**src/rtl/pcu_pkg.sv**
```systemverilog
package pcu_pkg;
  typedef enum logic [1:0] {
    XK_SEQ  = 2'd0,
    XK_COND = 2'd1,
    XK_REL  = 2'd2,
    XK_IND  = 2'd3
  } xfer_kind_e;
endpackage

```
**src/rtl/pcu_cond_eval.sv**
```systemverilog
module pcu_cond_eval #(
  parameter int SR_W  = 8,
  parameter int IDX_W = $clog2(SR_W)
) (
  input  logic [SR_W-1:0]  flags,
  input  logic [IDX_W-1:0] idx,
  input  logic             want_set,
  output logic             hit
);
  // One indexed bit compared against the requested polarity covers every named branch
  assign hit = (flags[idx] == want_set);
endmodule

```
**src/rtl/pcu_sext.sv**
```systemverilog
module pcu_sext #(
  parameter int IN_W  = 7,
  parameter int OUT_W = 16
) (
  input  logic [IN_W-1:0]  din,
  output logic [OUT_W-1:0] dout
);
  generate
    if (OUT_W > IN_W) begin : g_extend
      assign dout = {{(OUT_W-IN_W){din[IN_W-1]}}, din};
    end else begin : g_trunc
      assign dout = din[OUT_W-1:0];
    end
  endgenerate
endmodule

```
**src/rtl/pcu_target_mux.sv**
```systemverilog
module pcu_target_mux
  import pcu_pkg::*;
#(
  parameter int PC_W = 16
) (
  input  xfer_kind_e       kind,
  input  logic [PC_W-1:0]  pc,
  input  logic [PC_W-1:0]  br_ext,
  input  logic [PC_W-1:0]  jmp_ext,
  input  logic [PC_W-1:0]  z_ptr,
  input  logic             cond_hit,
  input  logic             skip_req,
  input  logic             skip_two,
  output logic [PC_W-1:0]  nxt,
  output logic             redirect
);
  logic [PC_W-1:0] pc_inc;
  assign pc_inc = pc + PC_W'(1);

  always_comb begin
    nxt      = pc_inc;
    redirect = 1'b0;
    unique case (kind)
      XK_SEQ: begin
        if (skip_req) begin
          nxt      = skip_two ? pc + PC_W'(3) : pc + PC_W'(2);
          redirect = 1'b1;
        end
      end
      XK_COND: begin
        if (cond_hit) begin
          nxt      = pc_inc + br_ext;
          redirect = 1'b1;
        end
      end
      XK_REL: begin
        nxt      = pc_inc + jmp_ext;
        redirect = 1'b1;
      end
      XK_IND: begin
        nxt      = z_ptr;
        redirect = 1'b1;
      end
      default: ;
    endcase
  end
endmodule

```
**src/rtl/pcu_branch_unit.sv**
```systemverilog
module pcu_branch_unit
  import pcu_pkg::*;
#(
  parameter int PC_W      = 16,
  parameter int SR_W      = 8,
  parameter int BR_OFF_W  = 7,
  parameter int JMP_OFF_W = 12,
  parameter int IDX_W     = $clog2(SR_W)
) (
  input  logic                 clk,
  input  logic                 rst,
  input  logic                 in_valid,
  input  logic [1:0]           kind,
  input  logic [PC_W-1:0]      cur_pc,
  input  logic [SR_W-1:0]      status,
  input  logic [IDX_W-1:0]     bit_sel,
  input  logic                 want_set,
  input  logic [BR_OFF_W-1:0]  br_off,
  input  logic [JMP_OFF_W-1:0] jmp_off,
  input  logic [PC_W-1:0]      z_ptr,
  input  logic                 skip_req,
  input  logic                 skip_two,
  output logic                 out_valid,
  output logic [PC_W-1:0]      next_pc,
  output logic                 squash
);
  xfer_kind_e      kind_e;
  logic            cond_hit;
  logic [PC_W-1:0] br_ext, jmp_ext, nxt_d;
  logic            redir_d;

  assign kind_e = xfer_kind_e'(kind);

  pcu_cond_eval #(.SR_W(SR_W), .IDX_W(IDX_W)) u_cond (
    .flags(status), .idx(bit_sel), .want_set(want_set), .hit(cond_hit)
  );

  pcu_sext #(.IN_W(BR_OFF_W), .OUT_W(PC_W)) u_br_sext (
    .din(br_off), .dout(br_ext)
  );

  pcu_sext #(.IN_W(JMP_OFF_W), .OUT_W(PC_W)) u_jmp_sext (
    .din(jmp_off), .dout(jmp_ext)
  );

  pcu_target_mux #(.PC_W(PC_W)) u_mux (
    .kind(kind_e), .pc(cur_pc), .br_ext(br_ext), .jmp_ext(jmp_ext),
    .z_ptr(z_ptr), .cond_hit(cond_hit), .skip_req(skip_req),
    .skip_two(skip_two), .nxt(nxt_d), .redirect(redir_d)
  );

  always_ff @(posedge clk) begin
    if (rst) begin
      out_valid <= 1'b0;
      next_pc   <= '0;
      squash    <= 1'b0;
    end else begin
      out_valid <= in_valid;
      if (in_valid) begin
        next_pc <= nxt_d;
        squash  <= redir_d;
      end else begin
        squash  <= 1'b0;
      end
    end
  end

  // redirect flag never appears without a valid result
  assert_squash_needs_valid_R11: assert property (@(posedge clk) disable iff (rst)
    squash |-> out_valid);

  // an idle cycle holds the PC and drops the flags
  assert_idle_hold_R11: assert property (@(posedge clk) disable iff (rst)
    !in_valid |=> (!out_valid && !squash && $stable(next_pc)));

  // plain sequential step
  assert_seq_step_R3: assert property (@(posedge clk) disable iff (rst)
    (in_valid && kind == 2'd0 && !skip_req) |=>
      (out_valid && !squash && next_pc == $past(cur_pc) + PC_W'(1)));

  // skip advances by two or three words
  assert_skip_len_R8: assert property (@(posedge clk) disable iff (rst)
    (in_valid && kind == 2'd0 && skip_req) |=>
      (squash && next_pc == $past(cur_pc) + ($past(skip_two) ? PC_W'(3) : PC_W'(2))));

  // indirect target is Z regardless of the skip inputs
  assert_indirect_z_R7: assert property (@(posedge clk) disable iff (rst)
    (in_valid && kind == 2'd3) |=> (squash && next_pc == $past(z_ptr)));

  // untaken branch falls through
  assert_untaken_R5: assert property (@(posedge clk) disable iff (rst)
    (in_valid && kind == 2'd1 && status[bit_sel] != want_set) |=>
      (!squash && next_pc == $past(cur_pc) + PC_W'(1)));
endmodule

```
**config.mk**
```make
export PLATFORM = sky130hd
export DESIGN_NAME = pcu_branch_unit
export DESIGN_NICKNAME = d
export VERILOG_FILES = /design/src/rtl/pcu_pkg.sv /design/src/rtl/pcu_cond_eval.sv /design/src/rtl/pcu_sext.sv /design/src/rtl/pcu_target_mux.sv /design/src/rtl/pcu_branch_unit.sv
export SDC_FILE = /design/constraint.sdc
export NUM_CORES = 1
export LEC_CHECK = 0
export ABC_CLOCK_PERIOD_IN_PS = 5000
export CAP_MARGIN = 10
export CORE_ASPECT_RATIO = 0.75
export CORE_MARGIN = 2
export CORE_UTILIZATION = 35
export DETAILED_ROUTE_END_ITERATION = 10
export RECOVER_POWER = 50
export SETUP_SLACK_MARGIN = 0.5
export SLEW_MARGIN = 10
export SYNTH_ARGS = -nofsm -noshare
export SYNTH_HDL_FRONTEND = slang
export SYNTH_HIERARCHICAL = 1
export SYNTH_SLANG_ARGS = --single-unit
```
**constraint.sdc**
```tcl
create_clock -name clk -period 5 [get_ports clk]
set_input_delay 0.5 -clock clk [delete_from_list [all_inputs] [get_ports clk]]
set_output_delay 0.5 -clock clk [all_outputs]
set_load 0.005 [all_outputs]
```
# ---- Word level (Yosys, flattened, before mapping)
# Index checks and enable logic that the tools add are counted.
dict set report word_totals {
  rom_bits 0
  memories 0
  word_cells 26
  reg_bits 18
  mem_bits_rw 0
  latchBits 0
}
dict set report op_classes {
  n_shift 0
  n_reduce_logical 3
  div 0
  n_mux 9
  bitwise 1
  eq_ne 4
  order_cmp 1
  multipliers 0
  n_addsub 5
}
# op count
set ops {}
lappend ops {{one-hot mux 16 bit (4 select lines)} 1}
lappend ops {{two-way mux 16 bit} 3}
lappend ops {{adder 16 bit} 2}
lappend ops {{adder 16 x 2 -> 16 bit, second input constant} 2}
lappend ops {{adder 16 x 1 -> 16 bit, second input constant} 1}
lappend ops {{equality test 2 bit, second input constant} 2}
lappend ops {{less-than comparator 3 x 4 -> 1 bit, second input constant} 1}
lappend ops {{OR reduction 2 bit} 2}
lappend ops {{binary-select mux 1 bit (select 3 bit)} 1}
lappend ops {{two-way mux 1 bit} 3}
lappend ops {{one-hot mux 1 bit (3 select lines)} 1}
lappend ops {{equality test 2 x 1 -> 1 bit, second input constant} 1}
lappend ops {{logical NOT 2 bit} 1}
lappend ops {{equality test 1 bit} 1}
lappend ops {{inverter 1 bit} 1}

# ---- Logic depth before layout (Yosys ltp)
dict set report logic_depth {
  depth_word 5
  ltp_mapped 16
  mapped_depth_nobuf 16
}

# ---- By module
# Netlist, hierarchy kept.
# module area_per_inst_um2 instances cells_each
set modules_own_cells {}
lappend modules_own_cells {pcu_target_mux 2615.0 1 367}
lappend modules_own_cells {pcu_branch_unit 636.9 1 56}
lappend modules_own_cells {pcu_sext 120.1 2 16}
lappend modules_own_cells {pcu_cond_eval 76.3 1 7}

# ---- Least setup slack after synthesis
# OpenSTA, ideal clock, no wires.
dict set report synth_timing {
  path_type {input to register}
  from {input port cur_pc[3]}
  to {register next_pc[15]}
  setup_slack_ns 1.614
  stages 16
  arrival_time_ns 3.271
  required_time_ns 4.886
  path_cell_list {buf_2 > and3_1 > nand3_1 > nor2b_1 > and3_1 > xor2_1 > ha_1 > a21oi_1 > o21ai_0 > nor2b_1 > o31a_1 > or4_1 > a21boi_1 > a211oi_1 > mux2i_1 > nor2_1}
}
dict set report synth_via {
  elab_chain_cells 4
  word_cells_on_any_way 9
  cone_classes {5 x add/sub; 4 x mux}
}
# item line_no
set synth_lines {}
lappend synth_lines {{from (decl)} pcu_branch_unit.sv:14} ;# input logic [PC_W-1:0] cur_pc,
lappend synth_lines {{adder 16 x 1 -> 16 bit or adder 16 x 2 -> 16 bit (tied branches)} {pcu_target_mux.sv:18, pcu_target_mux.sv:26}}
lappend synth_lines {{adder 16 bit or two-way mux 16 bit (tied branches)} {pcu_target_mux.sv:32, pcu_target_mux.sv:26}}
lappend synth_lines {{two-way mux 16 bit, on equally long branches} {pcu_target_mux.sv:31, pcu_target_mux.sv:25}}
lappend synth_lines {{one-hot mux 16 bit (4 select lines) *} pcu_target_mux.sv:23} ;# unique case (kind)
lappend synth_lines {{via nxt_d[15]} pcu_branch_unit.sv:29} ;# logic [PC_W-1:0] br_ext, jmp_ext, nxt_d;
lappend synth_lines {{to (signal assigned)} pcu_branch_unit.sv:60} ;# next_pc <= nxt_d;
lappend synth_lines {{to (decl)} pcu_branch_unit.sv:24} ;# output logic [PC_W-1:0] next_pc,
# Mark *: on every way through the listed nets, which the timed path passes. The rest lies on a longest branch.
# A chain may end at the register's enable or synchronous reset.

# ---- Final worst setup path
dict set report layout_timing {
  from {input port cur_pc[0]}
  to {register next_pc[15]}
}
# Same word-level chain as after synthesis.

==> results.sh <==
export IMPL_status="finished clean"
export IMPL_rsz0062_at_grt="false"
export IMPL_layout_nets=619
export IMPL_clk_path_buf_depth=2
export IMPL_path_cells="clkdlybuf4s50_1 -> ha_1 -> and3_1 -> nand3_2 -> nor2b_2 -> and3_1 -> xor2_1 -> ha_1 -> a21oi_1 -> o21ai_0 -> nor2b_1 -> o31a_1 -> or4_1 -> a21boi_1 -> a211oi_1 -> mux2i_1 -> nor2_1"
export IMPL_antenna_found_initial=0
export IMPL_tightest_slew_ns=0.952
export IMPL_start_kind="primary input"
export IMPL_clk_pin_slew_ns=0.05
export IMPL_min_period_ns=4.21
export IMPL_path_class="primary input to flop"
export IMPL_p_sw_uw=299
export IMPL_drive_above_1_share_pct=5.57
export IMPL_design_area_um2=4390
export IMPL_hp_class="flop to flop"
export IMPL_synth_seq_cells=18
export IMPL_dr_pass1_iters=5
export IMPL_holdPathStages=2
export IMPL_cap_violations=0
export IMPL_antenna_cells=0
export IMPL_cp_arrival_ns=4.33
export IMPL_detail_route_vias_per_cell=5.60
export IMPL_ys_types=60
export IMPL_slowest_delay_ns=0.58
export IMPL_drv_slew=0
export IMPL_cts_hold_repair_buffers=0
export IMPL_io_pin_count=88
export IMPL_leakage_uw=0.00187
export IMPL_drt_initial_drc_count=347
export IMPL_core_um2=9770
export IMPL_slowest_stage="clkdlybuf4s50_1"
export IMPL_grt_max_degree=23
export IMPL_async_flop_share_pct=0
export IMPL_port_buffers=87
export IMPL_synth_nets=576
export IMPL_grt_use_total_pct=20.3
export IMPL_totalWireLength_mm=11.2
export IMPL_holdWs_ns=0.493
export IMPL_switching_share_pct=38.5
export IMPL_synth_area_per_cell_um2=7.72
export IMPL_setup_viol=0
export IMPL_drt_wirelength_per_cell_um=17.6
export IMPL_ant_nets=0
export IMPL_final_setup_skew_ns=0
export IMPL_mappedNetlistArea_um2=3570
export IMPL_dp_cells=631
export IMPL_drc=0
export IMPL_finalHoldViolations=0
export IMPL_cts_buffers=3
export IMPL_dpl_cell_area_um2=4270
export IMPL_overflow=0
export IMPL_clock_latency_ns=0.25
export IMPL_yosys_warnings=6
export IMPL_reg2regPathDepth=2
export IMPL_fin_crit_sh_pct=84.2
export IMPL_die_w_um=121
export IMPL_grt_pass1_wl_mm=17.9
export IMPL_pwr_share_clk_pct=20.0
export IMPL_cellPowerDensity_nw_per_um2=177
export IMPL_end_kind="flop"
export IMPL_grt_pass1_vias=3433
export IMPL_area_delta_synth_final_pct=23.1
export IMPL_synth_main_ff_cell="dfxtp_1"
export IMPL_ir_worst_vdd_mv=0.111
export IMPL_p_comb_share_pct=58.9
export IMPL_p_int_uw=478
export IMPL_power_frac_seq_pct=21.2
export IMPL_cts_root_buf="clkbuf_16"
export IMPL_fp_dieH_um=91.4
export IMPL_rows=31
export IMPL_clkSinkCount=18
export IMPL_start_util_pct=36.5
export IMPL_dieArea_um2=11000
export IMPL_fmaxAchievable_ghz=0.237
export IMPL_gp_congestion=0.931
export IMPL_num_vias=3556
export IMPL_relSlewSlack_pct=36.3
export IMPL_layout_cells_non_filler=635
export IMPL_required_ns=5.12
export IMPL_ys_seq_area_share_pct=10.1
export IMPL_htreeDepth=1
export IMPL_cts_tree="done"
export IMPL_dp_hpwl_mm=9.46
export IMPL_worstPathMaxFanout=6
export IMPL_fin_setup_tns_ns=0
export IMPL_syn_inst=462
export IMPL_synth_edf_count=0
stage by stage:
| step | power [uW] | utilization (%) | setup WS (ns) |
|---|---|---|---|
| floorplan | 467 | - | 1.61 |
| global placement | 613 | 43.7 | 0.640 |
| detailed placement | 618 | 43.7 | 0.445 |
| CTS | 777 | 44.5 | 0.688 |
| global route | 833 | 44.9 | 0.487 |
| finish | 777 | 44.9 | 0.789 |
sequential cells by signal, indices dropped and copies added (netlist names):
name       cells
squash         1
out_valid      1
next_pc       16
logic make-up (layout without fill, tap and decap cells):
kind of cell | after synthesis | count (layout) | synth area share [%]
xor gates and xnor gates | 54 | 54 | 13.3
buffers and inverters | 60 | 101 | 10.7
muxes | 24 | 24 | 7.47
and+or+nand+nor | 137 | 137 | 19.0
DFF | 18 | 18 | 10.1
adders and majority gates | 44 | 44 | 15.8
AOI/OAI and AO/OA | 125 | 125 | 23.6
power by group through the flow:
stage	logic, uW	clock network (uW)	registers [uW]
3_5_place_dp	450	0	168
4_1_cts	453	159	165
2_1_floorplan	300	0	168
5_1_grt	502	164	166
3_3_place_gp	446	0	167
6_report	457	155	165
cell type report:
cell class                 instances  area, um2
clock buffer                       3       75.1
fill                             968       5380
inverter                           7       26.3
multi-input combinational        384       2870
sequential                        18        360
tap                              132        165
timing repair buffer              91        901
critical path: cells and delay by family:
kind                       cells  cell delay [ns]
AOI/OAI and AO/OA              5             0.79
xor gates and xnor gates       1             0.30
adders and majority gates      2             0.60
buffers and inverters          1             0.58
muxes                          1             0.18
and+or+nand+nor                7             1.37
synth_stat cells, types with 4 or more instances:
library cell / count / share of area, %
and3_1: 8 / 1.4
a222oi_1: 4 / 1.1
o221ai_1: 4 / 0.98
nor3_1: 6 / 0.84
a31oi_1: 9 / 1.6
a21oi_1: 25 / 3.5
nor2_1: 37 / 3.9
buf_4: 34 / 7.2
nand4_1: 4 / 0.70
ha_1: 42 / 15
o21ai_0: 27 / 3.8
buf_2: 4 / 0.56
inv_1: 7 / 0.74
nand2_1: 45 / 4.7
and2_1: 4 / 0.70
o21a_1: 4 / 0.84
a21o_1: 13 / 2.7
a22oi_1: 4 / 0.84
mux2i_1: 21 / 5.9
o211ai_1: 7 / 1.5
nor2b_1: 6 / 1.1
dfxtp_1: 18 / 10
nand3_1: 9 / 1.3
xor2_1: 30 / 7.4
xnor2_1: 24 / 5.9
nand2b_1: 4 / 0.70
clkbuf_1: 12 / 1.3
a221oi_1: 5 / 1.2
a211oi_1: 6 / 1.3
routing by layer:
metal / vias up / global-route usage, % / routed length (um)
met5: - / 0 / 0
met4: 0 / 3.97 / 133
met3: 11 / 2.45 / 836
met2: 146 / 29.9 / 4550
met1: 1659 / 31.4 / 5680
li1: 1740 / - / -
what timing repair did:
action,in CTS,in global routing
setup buffers,0,1
endpoints found under the setup margin,0,1
gates resized for setup,0,7
worst paths after layout:
check | startpoint | end | slack, ns
worst max register to register | next_pc[6] | next_pc[6] | 4.35
worst max-delay path | cur_pc[0] | next_pc[15] | 0.79
worst min register to register | next_pc[12] | next_pc[12] | 0.49
worst min-delay path | next_pc[12] | next_pc[12] | 0.49
placed cells by master (no fill, tap or decap), types with 7 or more instances in the layout:
cell type and instances:
clkdlybuf4s50_1 69, nand2_1 45, ha_1 41, nor2_1 37, xor2_1 28, o21ai_0 27, a21oi_1 25, xnor2_1 22
mux2i_1 21, dfxtp_1 18, dlygate4sd3_1 18, a21o_1 13, a31oi_1 9, and3_1 8, nand3_1 8, inv_1 7
o211ai_1 7
No activity file was read; power rests on OpenSTA's default activity.
